**src/rtl/adc_conv_reader.sv**
```systemverilog
module adc_conv_reader #(
  parameter int SCLK_HALF     = 2,
  parameter int CONVST_LOW    = 3,
  parameter int CONV_CYCLES   = 170,
  parameter int QUIET_CYCLES  = 5,
  parameter int PERIOD_CYCLES = 300,
  parameter int FRAME_BITS    = 16,
  parameter int DATA_BITS     = 12
) (
  input  logic                 clk,
  input  logic                 rst_n,
  input  logic                 start_i,
  input  logic                 auto_en_i,
  input  logic                 sdata_i,
  output logic                 convst_n_o,
  output logic                 sclk_o,
  output logic [DATA_BITS-1:0] result_o,
  output logic                 frame_err_o,
  output logic                 valid_o
);
  localparam int CW = $clog2(CONV_CYCLES + QUIET_CYCLES + PERIOD_CYCLES + 2);
  localparam int PW = $clog2(2 * SCLK_HALF) < 1 ? 1 : $clog2(2 * SCLK_HALF);
  localparam int BW = $clog2(FRAME_BITS);

  typedef enum logic [2:0] {S_IDLE, S_LOW, S_CONV, S_READ, S_QUIET} state_t;

  state_t                st;
  logic [CW-1:0]         cnt;
  logic [CW-1:0]         per_cnt;
  logic [PW-1:0]         ph;
  logic [BW-1:0]         bit_idx;
  logic [FRAME_BITS-1:0] shreg;

  wire per_done = per_cnt == CW'(PERIOD_CYCLES - 1);
  wire go       = (st == S_IDLE) && (start_i || (auto_en_i && per_done));
  wire ph_samp  = ph == PW'(SCLK_HALF - 1);
  wire ph_last  = ph == PW'(2 * SCLK_HALF - 1);
  wire bit_last = bit_idx == BW'(FRAME_BITS - 1);

  assign convst_n_o = (st != S_LOW);
  assign sclk_o     = (st == S_READ) && (ph < PW'(SCLK_HALF));

  always_ff @(posedge clk) begin
    if (!rst_n) begin
      st          <= S_IDLE;
      cnt         <= '0;
      ph          <= '0;
      bit_idx     <= '0;
      shreg       <= '0;
      result_o    <= '0;
      frame_err_o <= 1'b0;
      valid_o     <= 1'b0;
    end else begin
      valid_o <= 1'b0;
      case (st)
        S_IDLE: if (go) begin
          st  <= S_LOW;
          cnt <= '0;
        end
        S_LOW: begin
          cnt <= cnt + 1'b1;
          if (cnt == CW'(CONVST_LOW - 1)) st <= S_CONV;
        end
        S_CONV: begin
          cnt <= cnt + 1'b1;
          if (cnt == CW'(CONV_CYCLES - 1)) begin
            st      <= S_READ;
            ph      <= '0;
            bit_idx <= '0;
          end
        end
        S_READ: begin
          ph <= ph_last ? '0 : ph + 1'b1;
          if (ph_samp) shreg <= {shreg[FRAME_BITS-2:0], sdata_i};
          if (ph_last) begin
            bit_idx <= bit_idx + 1'b1;
            if (bit_last) begin
              st          <= S_QUIET;
              cnt         <= '0;
              result_o    <= shreg[DATA_BITS-1:0];
              frame_err_o <= |shreg[FRAME_BITS-1:DATA_BITS];
              valid_o     <= 1'b1;
            end
          end
        end
        S_QUIET: begin
          cnt <= cnt + 1'b1;
          if (cnt == CW'(QUIET_CYCLES - 1)) st <= S_IDLE;
        end
        default: st <= S_IDLE;
      endcase
    end
  end

  always_ff @(posedge clk) begin
    if (!rst_n)        per_cnt <= '0;
    else if (go)       per_cnt <= '0;
    else if (!per_done) per_cnt <= per_cnt + 1'b1;
  end
endmodule

```
**config.mk**
```make
export PLATFORM = sky130hd
export DESIGN_NAME = adc_conv_reader
export DESIGN_NICKNAME = d
export VERILOG_FILES = /design/src/rtl/adc_conv_reader.sv
export SDC_FILE = /design/constraint.sdc
export NUM_CORES = 1
export LEC_CHECK = 0
export CORE_ASPECT_RATIO = 2
export CORE_MARGIN = 4
export CORE_UTILIZATION = 60
export CTS_CLUSTER_DIAMETER = 50
export DETAILED_ROUTE_END_ITERATION = 12
export DONT_BUFFER_PORTS = 1
export PLACE_DENSITY = 0.87
export SLEW_MARGIN = 20
export SYNTH_ARGS = -nofsm -noshare
export SYNTH_HDL_FRONTEND = slang
export SYNTH_SLANG_ARGS = --single-unit
```
**constraint.sdc**
```tcl
create_clock -name clk -period 3.65 [get_ports clk]
set_input_delay 0.73 -clock clk [delete_from_list [all_inputs] [get_ports clk]]
set_output_delay 0.73 -clock clk [all_outputs]
set_load 0.03 [all_outputs]
```
==> metrics.md <==
| Metric | Value |
|---|---|
| Status | completed |
| Residual DRC | 0 |
| Total gr overflow | 0 |
| Clk root buf | clkbuf_8 |
| Setup tns final | 0 ps |
| Synthesized flop and latch total | 57 |
| Mapped Cells | 309 |
| Synth top area share | 44.4% |
| Post-CTS Setup Bufs | 0 |
| Ys flop type | dfxtp_1 |
| Final Hold Fails | 0 |
| Total core area | 4130 µm² |
| Number of buffers created by CTS | 9 |
| Final Setup Violations | 0 |
| Initial antenna violation count | 0 |
| Final min period | 2650 ps |
| Reg2Reg Depth | 4 |
| Iter 0 DRT Violations | 38 |
| Clk sinks | 57 |
| Crit share post-route | 72.6% |
| Skew-Pair Late Insertion Delay | 330 ps |
| Worst endpoint required time | 2920 ps |
| Synth area leader | dfxtp_1 |
| Leakage | 0.928 nW |
| Die area | approximately 5500 µm² |
| Initial Util | 62.2% |
| Hpwl dp | 3.56 mm |
| Top Family by Delay on Critical Path | simple AND/OR/NAND/NOR gates |
| Fraction of layout cells with a size suffix above 1 | 8.44% |
| Die Width | about 54 µm |
| Synth area leaders | dfxtp_1 44%, nand2_1 10%, a21oi_1 7.4% |
| Vert. Die Dim | 101 µm |
| Yosys warns | 0 |
| Post-synth EDFFs | 0 |
| Area delta synth->final | 6.19% |
| Rel. slew slack | 43.8% |
| Diodes inserted | 0 |
| Measured slew at the worst slew-check pin | 833 ps |
| Cell area after placement | between 2000 and 3000 µm² |
| WHS | around 460 ps |
| Worst R2R Setup Slack | 1370 ps |
| Slowest stage cell, crit path | dfxtp_1 |
| Post-synthesis average cell area | 8.31 µm² |
| Drt pass-1 iters | 4 |
| Avg Vias per Cell | 5.88 |
| Vias | 2115 |
| Sequential-to-total area share from yosys stat | 44.4% |
| R2R Path End | cnt[7] |
| CP Capture Type | output port |
| CP max FO | 13 |
| WL final | 5.06 mm |
| Layout Nets | 318 |
| I/O pins | 21 |
| Worst path bufs/invs | 0 |
| Clock skew | slightly above 5 ps |
| Count of cell types in the netlist | 50 |
| Worst VDD drop | 0.445 mV |
| Gpl congestion | 0.857 |
| Power Dens Cells | 573 nW/µm² |
| Fraction of registers with async set/reset | 0% |
| Post_cts resized | 0 |
| Post-Syn Area | around 2600 µm² |
| Row cnt | 33 |
| Min-delay worst type | reg -> reg |
| Worst path max stage delay | between 500 and 600 ps |
| Max-Cap Viols | 0 |
| Syn nets | 322 |
| Routed Antenna Nets | 0 |
| Clk pin slew, worst setup/hold paths | 60 ps |
| CP cell instances | nor2b_1, nand2_1, nor2_1 |
| Design area | 2730 µm² |
| Critical Path AT | 1920 ps |
| Clock Path Buffers | 2 |
| Max Slew Vio Count | 0 |
| Hold Startpoint | shreg[15] |
| Worst setup path class | reg -> out |
| Crit. Startpoint | st[1] |
| Post-CTS Hold Fix Bufs | 0 |
| Peak Freq | 377 MHz |
| Vias in the first global route | about 2100 |
| IO buf count | 0 |
| First-pass GRT wire length | 8.63 mm |
| Element type at the critical path start | register |
| CTS tree | done |
| Unrepaired setup endpoints after global routing | false |
| Htree depth | 3 |
| Routed WL per cell | 14.1 µm |
| Cells on Worst Hold Path | 2 |
| GRT Util Overall | 21.6% |
| Largest net degree at the start of global routing | 40 |
| FF-to-FF Start | st[0] |
| Hold Path End | shreg[15] |
cells by family (layout without fill, tap and decap cells):
family / after synthesis / after routing / share of synthesized area (%)
simple gates: 139 / 139 / 25.5
fa+ha+maj: 8 / 8 / 3.90
xor+xnor: 11 / 11 / 3.75
compound gates: 69 / 69 / 16.3
buf+inv: 21 / 20 / 4.48
mux: 4 / 4 / 1.61
flops: 57 / 57 / 44.4
worst max path at each step:
stage	slack (ps)	cells after the start	endpoint
finish	1000	3	sclk_o
global route	870	3	sclk_o
CTS	990	3	sclk_o
detailed placement	1380	3	sclk_o
global placement	1430	3	sclk_o
floorplan	1610	6	cnt[4]
cell type report:
type / instances / area [µm²]
tap: 52 / 65.1
clock buffer: 10 / 138
timing repair buffer: 1 / 7.51
fill: 349 / 1400
inverter: 5 / 18.8
sequential: 57 / 1140
clock inverter: 4 / 45.0
multi-input combinational: 231 / 1310
registers in the layout (all words and copies together), names as in the netlist:
name         count
bit_idx          4
cnt              9
frame_err_o      1
per_cnt          9
ph               2
result_o        12
shreg           16
st               3
valid_o          1
synthesized netlist by cell type, drive strengths merged, types with 3 or more instances:
cell type and count:
ha 8, a31oi 5, xnor2 5, xor2 6, mux2i 3, or3 3
nor3 3, o21ai 12, nand4 4, a211oi 3, buf 3, a21oi 38
dfxtp 57, or4 3, nand3 13, nor2b 3, nand2 70, nor2 21
clkbuf 12, and3 6, nand2b 3, inv 5
where the power goes:
group,switching [W],internal (W),total (W)
Clock,0.000231,0.000322,0.000553
Sequential,0.0000681,0.000648,0.000716
Combinational,0.000188,0.000104,0.000293
routing by layer:
layer | GRT usage (%) | vias to the layer above | wire length (µm)
li1 | - | 1053 | -
met4 | 14.8 | 0 | 121
met3 | 5.48 | 13 | 222
met1 | 19.7 | 997 | 1910
met2 | 38.4 | 52 | 2810
met5 | 0 | - | 0
worst register-to-register path, stage by stage, from the launching register on:
cell	delay, ps
dfxtp_1	730
or3b_1	620
o21ai_1	460
o21ai_0	210
a31oi_1	200
through the flow:
step	utilization (%)	total power (W)	setup WS [ps]	cells
final	66.1	0.00156	1000	360
after global routing	66.1	0.00164	873	360
after CTS	66.1	0.00158	991	360
after detailed placement	61.6	0.00102	1380	346
after global placement	61.6	0.00101	1430	346
after floorplan	-	0.000987	1610	309
layout by cell type (no fill, tap or decap), types with 2 or more instances in the layout:
master and count:
or3_1 2, o21a_1 2, nor2_1 21, dfxtp_1 57, and2_1 2, nand4_1 4
a211oi_2 2, xor2_1 6, a21oi_1 38, nand2b_1 3, ha_1 8, and3_1 5
nand2_1 70, or4_1 2, clkinv_2 3, a31oi_1 5, or3b_1 2, nand3b_1 2
nand3_1 12, clkbuf_8 10, nor2b_1 3, inv_1 5, xnor2_1 5, mux2i_1 3
o21ai_0 10, nor3_1 3
No activity file was read; power rests on OpenSTA's default activity.
